## src/rtl/i2c_rcv_pkg.sv

```systemverilog
package i2c_rcv_pkg;
   typedef enum logic [2:0] {
      ST_IDLE    = 3'd0,
      ST_CLK_LO  = 3'd1,
      ST_CLK_HI  = 3'd2,
      ST_SDA_DN  = 3'd3,
      ST_SCL_UP  = 3'd4,
      ST_RELEASE = 3'd5
   } rcv_state_e;
endpackage

```

## src/rtl/rcv_phase_timer.sv

```systemverilog
module rcv_phase_timer #(
   parameter int CNT_W = 16
) (
   input  logic             clk,
   input  logic             rst_n,
   input  logic             load_i,
   input  logic [CNT_W-1:0] load_val_i,
   output logic             expire_o
);
   logic [CNT_W-1:0] cnt_q;

   always_ff @(posedge clk or negedge rst_n) begin
      if (!rst_n)
         cnt_q <= '0;
      else if (load_i)
         cnt_q <= load_val_i;
      else if (cnt_q != '0)
         cnt_q <= cnt_q - 1'b1;
   end

   assign expire_o = (cnt_q == '0);
endmodule

```

## src/rtl/rcv_pulse_cnt.sv

```systemverilog
module rcv_pulse_cnt #(
   parameter int NUM_PULSES = 9
) (
   input  logic clk,
   input  logic rst_n,
   input  logic clr_i,
   input  logic inc_i,
   output logic last_o
);
   localparam int PC_W = $clog2(NUM_PULSES + 1);
   localparam logic [PC_W-1:0] LAST_IDX = PC_W'(NUM_PULSES - 1);

   logic [PC_W-1:0] cnt_q;

   always_ff @(posedge clk or negedge rst_n) begin
      if (!rst_n)
         cnt_q <= '0;
      else if (clr_i)
         cnt_q <= '0;
      else if (inc_i)
         cnt_q <= cnt_q + 1'b1;
   end

   assign last_o = (cnt_q == LAST_IDX);
endmodule

```

## src/rtl/rcv_line_sync.sv

```systemverilog
module rcv_line_sync #(
   parameter int   STAGES  = 2,
   parameter logic RST_VAL = 1'b1
) (
   input  logic clk,
   input  logic rst_n,
   input  logic line_i,
   output logic line_o
);
   logic [STAGES-1:0] stg_q;

   generate
      for (genvar g = 0; g < STAGES; g++) begin : g_stage
         if (g == 0) begin : g_first
            always_ff @(posedge clk or negedge rst_n) begin
               if (!rst_n) stg_q[g] <= RST_VAL;
               else        stg_q[g] <= line_i;
            end
         end else begin : g_next
            always_ff @(posedge clk or negedge rst_n) begin
               if (!rst_n) stg_q[g] <= RST_VAL;
               else        stg_q[g] <= stg_q[g-1];
            end
         end
      end
   endgenerate

   assign line_o = stg_q[STAGES-1];
endmodule

```

## src/rtl/i2c_bus_recover.sv

```systemverilog
module i2c_bus_recover
   import i2c_rcv_pkg::*;
#(
   parameter int CNT_W          = 16,
   parameter int NUM_PULSES     = 9,
   parameter int SYNC_STAGES    = 2,
   parameter bit HALF_FROM_PORT = 1'b1,
   parameter int HALF_CYCLES    = 250
) (
   input  logic             clk,
   input  logic             rst_n,
   input  logic             start_i,
   input  logic [CNT_W-1:0] half_cnt_i,
   input  logic             scl_i,
   input  logic             sda_i,
   output logic             scl_low_o,
   output logic             sda_low_o,
   output logic             done_o,
   output logic             scl_lvl_o,
   output logic             sda_lvl_o
);
   localparam logic [CNT_W-1:0] FIXED_HALF = CNT_W'(HALF_CYCLES);

   generate
      if (NUM_PULSES < 1) begin : g_bad_pulses
         $error("NUM_PULSES must be at least 1");
      end
      if (SYNC_STAGES < 1) begin : g_bad_sync
         $error("SYNC_STAGES must be at least 1");
      end
      if (CNT_W < 1 || CNT_W > 31) begin : g_bad_width
         $error("CNT_W out of range");
      end
      if (!HALF_FROM_PORT && (HALF_CYCLES < 1 || HALF_CYCLES >= (1 << CNT_W))) begin : g_bad_half
         $error("HALF_CYCLES does not fit CNT_W");
      end
   endgenerate

   // Phase length source: port or build-time constant
   logic [CNT_W-1:0] half_src;
   generate
      if (HALF_FROM_PORT) begin : g_half_port
         assign half_src = half_cnt_i;
      end else begin : g_half_fixed
         logic unused_half;
         assign unused_half = ^half_cnt_i;
         assign half_src    = FIXED_HALF;
      end
   endgenerate

   logic [CNT_W-1:0] eff_m1;
   assign eff_m1 = (half_src == '0) ? '0 : half_src - 1'b1;

   rcv_state_e       state_q, state_d;
   logic [CNT_W-1:0] dm1_q;
   logic             done_q;
   logic             expire, last_pulse;
   logic             start_ok, active, phase_end;

   assign start_ok  = start_i && (state_q == ST_IDLE);
   assign active    = (state_q != ST_IDLE);
   assign phase_end = active && expire;

   always_ff @(posedge clk or negedge rst_n) begin
      if (!rst_n) begin
         state_q <= ST_IDLE;
         dm1_q   <= '0;
         done_q  <= 1'b0;
      end else begin
         state_q <= state_d;
         if (start_ok) dm1_q <= eff_m1;
         done_q  <= (state_q == ST_RELEASE) && expire;
      end
   end

   always_comb begin
      state_d = state_q;
      unique case (state_q)
         ST_IDLE:    if (start_i) state_d = ST_CLK_LO;
         ST_CLK_LO:  if (expire)  state_d = ST_CLK_HI;
         ST_CLK_HI:  if (expire)  state_d = last_pulse ? ST_SDA_DN : ST_CLK_LO;
         ST_SDA_DN:  if (expire)  state_d = ST_SCL_UP;
         ST_SCL_UP:  if (expire)  state_d = ST_RELEASE;
         ST_RELEASE: if (expire)  state_d = ST_IDLE;
         default:                 state_d = ST_IDLE;
      endcase
   end

   rcv_phase_timer #(.CNT_W(CNT_W)) timer_i (
      .clk       (clk),
      .rst_n     (rst_n),
      .load_i    (start_ok || phase_end),
      .load_val_i(start_ok ? eff_m1 : dm1_q),
      .expire_o  (expire)
   );

   rcv_pulse_cnt #(.NUM_PULSES(NUM_PULSES)) pulses_i (
      .clk   (clk),
      .rst_n (rst_n),
      .clr_i (start_ok),
      .inc_i ((state_q == ST_CLK_HI) && expire),
      .last_o(last_pulse)
   );

   rcv_line_sync #(.STAGES(SYNC_STAGES), .RST_VAL(1'b1)) scl_sync_i (
      .clk(clk), .rst_n(rst_n), .line_i(scl_i), .line_o(scl_lvl_o)
   );

   rcv_line_sync #(.STAGES(SYNC_STAGES), .RST_VAL(1'b1)) sda_sync_i (
      .clk(clk), .rst_n(rst_n), .line_i(sda_i), .line_o(sda_lvl_o)
   );

   assign scl_low_o = (state_q == ST_CLK_LO) || (state_q == ST_SDA_DN);
   assign sda_low_o = (state_q == ST_SDA_DN) || (state_q == ST_SCL_UP);
   assign done_o    = done_q;
endmodule

```

## config.mk

```make
export PLATFORM = sky130hd
export DESIGN_NAME = i2c_bus_recover
export DESIGN_NICKNAME = d
export VERILOG_FILES = /design/src/rtl/i2c_rcv_pkg.sv /design/src/rtl/rcv_phase_timer.sv /design/src/rtl/rcv_pulse_cnt.sv /design/src/rtl/rcv_line_sync.sv /design/src/rtl/i2c_bus_recover.sv
export SDC_FILE = /design/constraint.sdc
export NUM_CORES = 1
export LEC_CHECK = 0
export ABC_AREA = 0
export ABC_CLOCK_PERIOD_IN_PS = 4180
export BUFFER_PORTS_ARGS = -buffer_cell sky130_fd_sc_hd__buf_2
export CORE_MARGIN = 2
export CORE_UTILIZATION = 39
export CTS_CLUSTER_SIZE = 8
export DETAILED_ROUTE_END_ITERATION = 16
export PLACE_DENSITY_LB_ADDON = 0.05
export SETUP_SLACK_MARGIN = 0.5
export SYNTH_ARGS = -nofsm -noshare
export SYNTH_HDL_FRONTEND = slang
export SYNTH_SLANG_ARGS = --single-unit
export TNS_END_PERCENT = 20
```

## constraint.sdc

```tcl
create_clock -name clk -period 4.18 [get_ports clk]
set_clock_uncertainty 0.1 [all_clocks]
set_input_delay 0.209 -clock clk [delete_from_list [all_inputs] [get_ports clk]]
set_output_delay 0.209 -clock clk [all_outputs]
set_load 0.02 [all_outputs]
```

=== Word level (Yosys, flattened, before mapping) ===
Cells that the tools add are included.

* Output and inout port bits: 5
* Bits in registers: 44
* Logic and storage cells: 53
* Input bits: 21

* Equality and inequality tests: 12
* Reductions and logical operators: 15
* Muxes and demuxes: 14
* Add/subtract/negate cells: 3

{| class="wikitable"
|+ Operators with widths
! cell !! count
|-
| $mux 16 || 4
|-
| $logic_not 16->1 || 2
|-
| $sub 16x1->16 const B || 2
|-
| $mux 3 || 6
|-
| $pmux 3 s6 || 1
|-
| $reduce_bool 16->1 || 1
|-
| $ne 2x2->1 const B || 6
|-
| $mux 4 || 2
|-
| $eq 3x2->1 const B || 2
|-
| $eq 3x3->1 const B || 2
|-
| $reduce_and 6->1 || 1
|-
| $add 4x1->4 const B || 1
|-
| $eq 4x4->1 const B || 1
|-
| $logic_and 1x1->1 || 4
|-
| $reduce_bool 2->1 || 2
|-
| $eq 3x1->1 const B || 1
|-
| $logic_not 3->1 || 1
|-
| $logic_or 1x1->1 || 3
|-
| $reduce_bool 3->1 || 1
|-
| $mux 2 || 1
|}

=== Depth between registers and ports, before layout ===
* Word-level depth: 4
* Depth in mapped cells: 8
* Depth with buffers taken out: 7

=== Modules after synthesis ===
Synthesis repeated with hierarchy kept, for this count alone.

* Cell total of the unflattened synthesis: 257
* Area total of the unflattened synthesis: 2524.9 um^2

{| class="wikitable"
|+ By module, submodules not included
! module !! cells each !! seq. area each (um^2) !! times used !! area each (um^2)
|-
| i2c_bus_recover || 128 || 500.5 || 1 || 1193.6
|-
| rcv_phase_timer || 104 || 400.4 || 1 || 1006.0
|-
| rcv_pulse_cnt || 21 || 100.1 || 1 || 220.2
|-
| rcv_line_sync || 2 || 52.6 || 2 || 52.6
|}

=== Least setup slack after synthesis ===
Ideal clock, no wire load.

* Path type: reg2reg
* Start point: reg timer_i.cnt_q[0]
* End point: reg timer_i.cnt_q[12]
* Cell stages (with the launch flop): 8
* Setup time: 0.126 ns
* Period minus slack after synthesis: 2.238 ns
* Slack: 1.942 ns
* Required time: 3.954 ns
* Path buffers: 1
* Arrival time: 2.011 ns
* Path through: dfrtp_1 inv_1 ha_1 or4b_4 nor4_4 buf_4 a211oi_1 a311o_1

* Longest elaborated chain between the ends: 4
* Elaborated cells on any way between the ends: 8
* Those cells by class: add/sub (1); mux (2); reduce/logical (5)

{| class="wikitable"
|+ RTL lines
! item !! RTL line !! source
|-
| start, declared || rcv_phase_timer.sv:10 || <nowiki>logic [CNT_W-1:0] cnt_q;</nowiki>
|-
| start signal, assigned || rcv_phase_timer.sv:16 || <nowiki>cnt_q <= load_val_i;</nowiki>
|-
| start signal, assigned || rcv_phase_timer.sv:18 || <nowiki>cnt_q <= cnt_q - 1'b1;</nowiki>
|-
| parallel branches: the longest is 4 deep, another holds $sub 16x1->16 || - ||
|}

Parallel ways; which one is timed is not known. The select of a mux whose other input is x is not followed.
A chain may end at the register's enable or synchronous reset.

=== Final worst setup path ===
* Start point: reg timer_i.cnt_q[0]
* End point: reg timer_i.cnt_q[6]

The elaborated chain is that of the path after synthesis.

==> results_dict.tcl <==
set metrics [dict create \
    period_share_pct 65.53 \
    via_per_inst 5.672 \
    num_vias 2178 \
    layout_setup_ws_ns 1.441 \
    holdWs_ns -0.03442 \
    synth_edf_count 0 \
    core_sq_um 6681 \
    arrival_ns 2.84 \
    cts_max_path_buffers 2 \
    syn-num-nets 304 \
    slowest_stage "nor4_4" \
    ys_top_cells_by_area "dfrtp_1 (38%), nand2_1 (5.0%), xnor2_1 (4.6%)" \
    clkLatencyLatePin_ns 0.31 \
    startpoint_type "flop" \
    grt_pass1_vias 2008 \
    dpl_worst_slack_ns 1.451 \
    crit_type "flop to flop" \
    ctsResizeCount 0 \
    cts_max_level 2 \
    grt_pass1_wl_um 10780 \
    drv_cap 0 \
    critPathTopFamily "simple AND/OR/NAND/NOR gates" \
    hold_class "input port to async pin" \
    status "finished, violations left" \
    start_util_pct 39.66 \
    placed_cells 374 \
    power_density_nw_per_um2 570.1 \
    synth_top_area_share_pct 37.77 \
    drc_errors 0 \
    period_needed_ns 2.739 \
    synth_seq_area_share_pct 41.74 \
    slowest_delay_ns 0.65 \
    clkSinkCount 44 \
    end_kind "flop" \
    grt_use_total_pct 18.74 \
    worstPathMaxFanout 13 \
    layoutNonFillerInstCount 384 \
    power_leakage_uw 0.001217 \
    syn_area_sq_um 2650 \
    cts_setup_buffers 0 \
    cts_tree "yes" \
    wl_um 6540 \
    overflow 0 \
    cp.buffers_inverters 1 \
    timing.fmax_mhz 365.1 \
    synth_ff_type "dfrtp_1" \
    die_h_um 86.43 \
    drt_iter0_drc 92 \
    timing.rr.start "timer_i.cnt_q[0]" \
    final-max-slew-violation-count 0 \
    irDropWorstVdd_uv 223.7 \
    die-area_sq_um 7470 \
    path_cells "inv_1 > ha_1 > or4b_4 > nor4_4 > a21oi_2 > mux2_2" \
    nNetsFinal 329 \
    gp_congestion 0.7863 \
    async_reset_ff_share_pct 100.0 \
    ys_seq_elements 44 \
    totalNegativeSetupSlack_ns 0 \
    first_pass_iters 5 \
    syn_to_final_growth_pct 12.23 \
    syn-instance-count 278 \
    crit_start "timer_i.cnt_q[0]" \
    finalSetupViolations 0 \
    dp_hpwl_um 4757 \
    max-slew-margin-rel_pct 32.50 \
    ioPinCount 26 \
    ctsRootBufferMaster "clkbuf_8" \
    violations "negative hold slack" \
    dieWidth_um 86.43 \
    hold_buffers 2 \
    n_antenna_cell 0 \
    ant_nets 0 \
    io_buffers 25 \
    nFillCells 680 \
    yosysMostFrequentCell "dfrtp_1" \
    required_ns 4.28 \
    cts.clk_slew.worst_paths_ns 0.09 \
    avgSynthCellArea_sq_um 9.533 \
    worstMarginPinSlew_ns 1.013 \
    rsz0062_at_grt "false" \
    grt_max_degree 45 \
    cts_buffers 5 \
    synth_common_cells "dfrtp_1 (40), nand2_1 (35), nor2_1 (23)" \
    hold_viol_final 40 \
    antenna_found_initial 0 \
    synth_top_area_cell "dfrtp_1" \
    yosysWarnings 0 \
    wl_per_cell_um 17.03 \
    fp-row-count 30 \
    synth_cell_type_count 55 \
    drive_gt1_share_pct 19.41 \
]
-- report_power, final --
group          internal (uW)  total, uW  switching, uW
clock                    180        342            161
sequential               588        753            165
combinational            256        601            345
total                   1020       1700            671
-- worst reg2reg max path, cell delays in order, from the launching register on --
cell     delay [ns]
dfrtp_1        0.43
inv_1          0.10
ha_1           0.19
or4b_4         0.52
nor4_4         0.65
a21oi_2        0.31
mux2_2         0.33
-- placed cells by master, fill, tap and decap left out, types with 4 or more instances in the layout --
master	count
nand3_1	7
nor2_1	23
nand2b_1	4
clkbuf_8	5
nor4_4	4
a21oi_1	12
dfrtp_1	40
o21ai_0	14
nand4_1	7
dfstp_2	4
or4_1	4
nand2_1	35
a211oi_1	5
buf_2	25
nor3_1	7
xor2_1	8
nor4_1	8
or3_1	5
ha_1	5
o21a_1	4
xnor2_1	14
inv_1	7
-- sequential cells by signal, summed over array words and instances, names as in the netlist --
name               cells
dm1_q                 16
done_o                 1
pulses_i.cnt_q         4
scl_sync_i.line_o      1
scl_sync_i.stg_q       1
sda_sync_i.line_o      1
sda_sync_i.stg_q       1
state_q                3
timer_i.cnt_q         16
-- cells by family after synthesis --
kind of cell	after synthesis	synth area share, %
flip-flops	44	41.74
XOR/XNOR	22	7.271
AO/OA/AOI/OAI	59	15.49
AND/OR/NAND/NOR	126	28.52
buffers and inverters	17	2.644
adder cells (fa/ha/maj)	5	2.361
multiplexers	5	1.983
-- metal layers --
| layer | part of all wire (%) | wire (um) | GRT usage, % | vias to the layer above |
|---|---|---|---|---|
| met2 | 43 | 2815 | 26.64 | 54 |
| li1 | - | - | - | 1076 |
| met1 | 51 | 3336 | 28.95 | 1038 |
| met5 | 0 | 0 | 0 | - |
| met4 | 1.7 | 113 | 5.966 | 0 |
| met3 | 4.2 | 274 | 2.952 | 10 |
-- area by class of cell --
cell class                 count  area (sq um)  share of cell area (%)
clock buffer                   5         68.82                   2.314
clock inverter                 3         46.29                   1.557
inverter                       7         26.28                  0.8835
multi-input combinational    217          1474                   49.56
sequential                    44          1106                   37.19
tap                           80         100.1                   3.366
timing repair buffer          28         152.6                   5.133
-- per-stage QoR --
step / hold WS (ns) / area [sq um] / utilization [%] / total power [uW]
CTS: 0.002429 / 2974 / 44.51 / 1714
global route: 0.03412 / 2974 / 44.51 / 1825
floorplan: -0.1866 / 2650 / - / 1183
global placement: 0.2146 / 2839 / 42.49 / 1356
finish: -0.03442 / 2974 / 44.51 / 1696
detailed placement: 0.2151 / 2839 / 42.49 / 1359
-- worst paths after layout --
kind	end	slack (ns)	cells after the start
worst max-delay path	timer_i.cnt_q[6]	1.44	6
worst min-delay path	dm1_q[9]	-0.03	1
worst max register to register	timer_i.cnt_q[6]	1.44	6
worst min register to register	sda_sync_i.line_o	0.26	0
max in group asynchronous	pulses_i.cnt_q[0]	3.39	1
min in group clk	dm1_q[0]	0.04	2
Note: power is estimated with default switching activity, not from simulation.
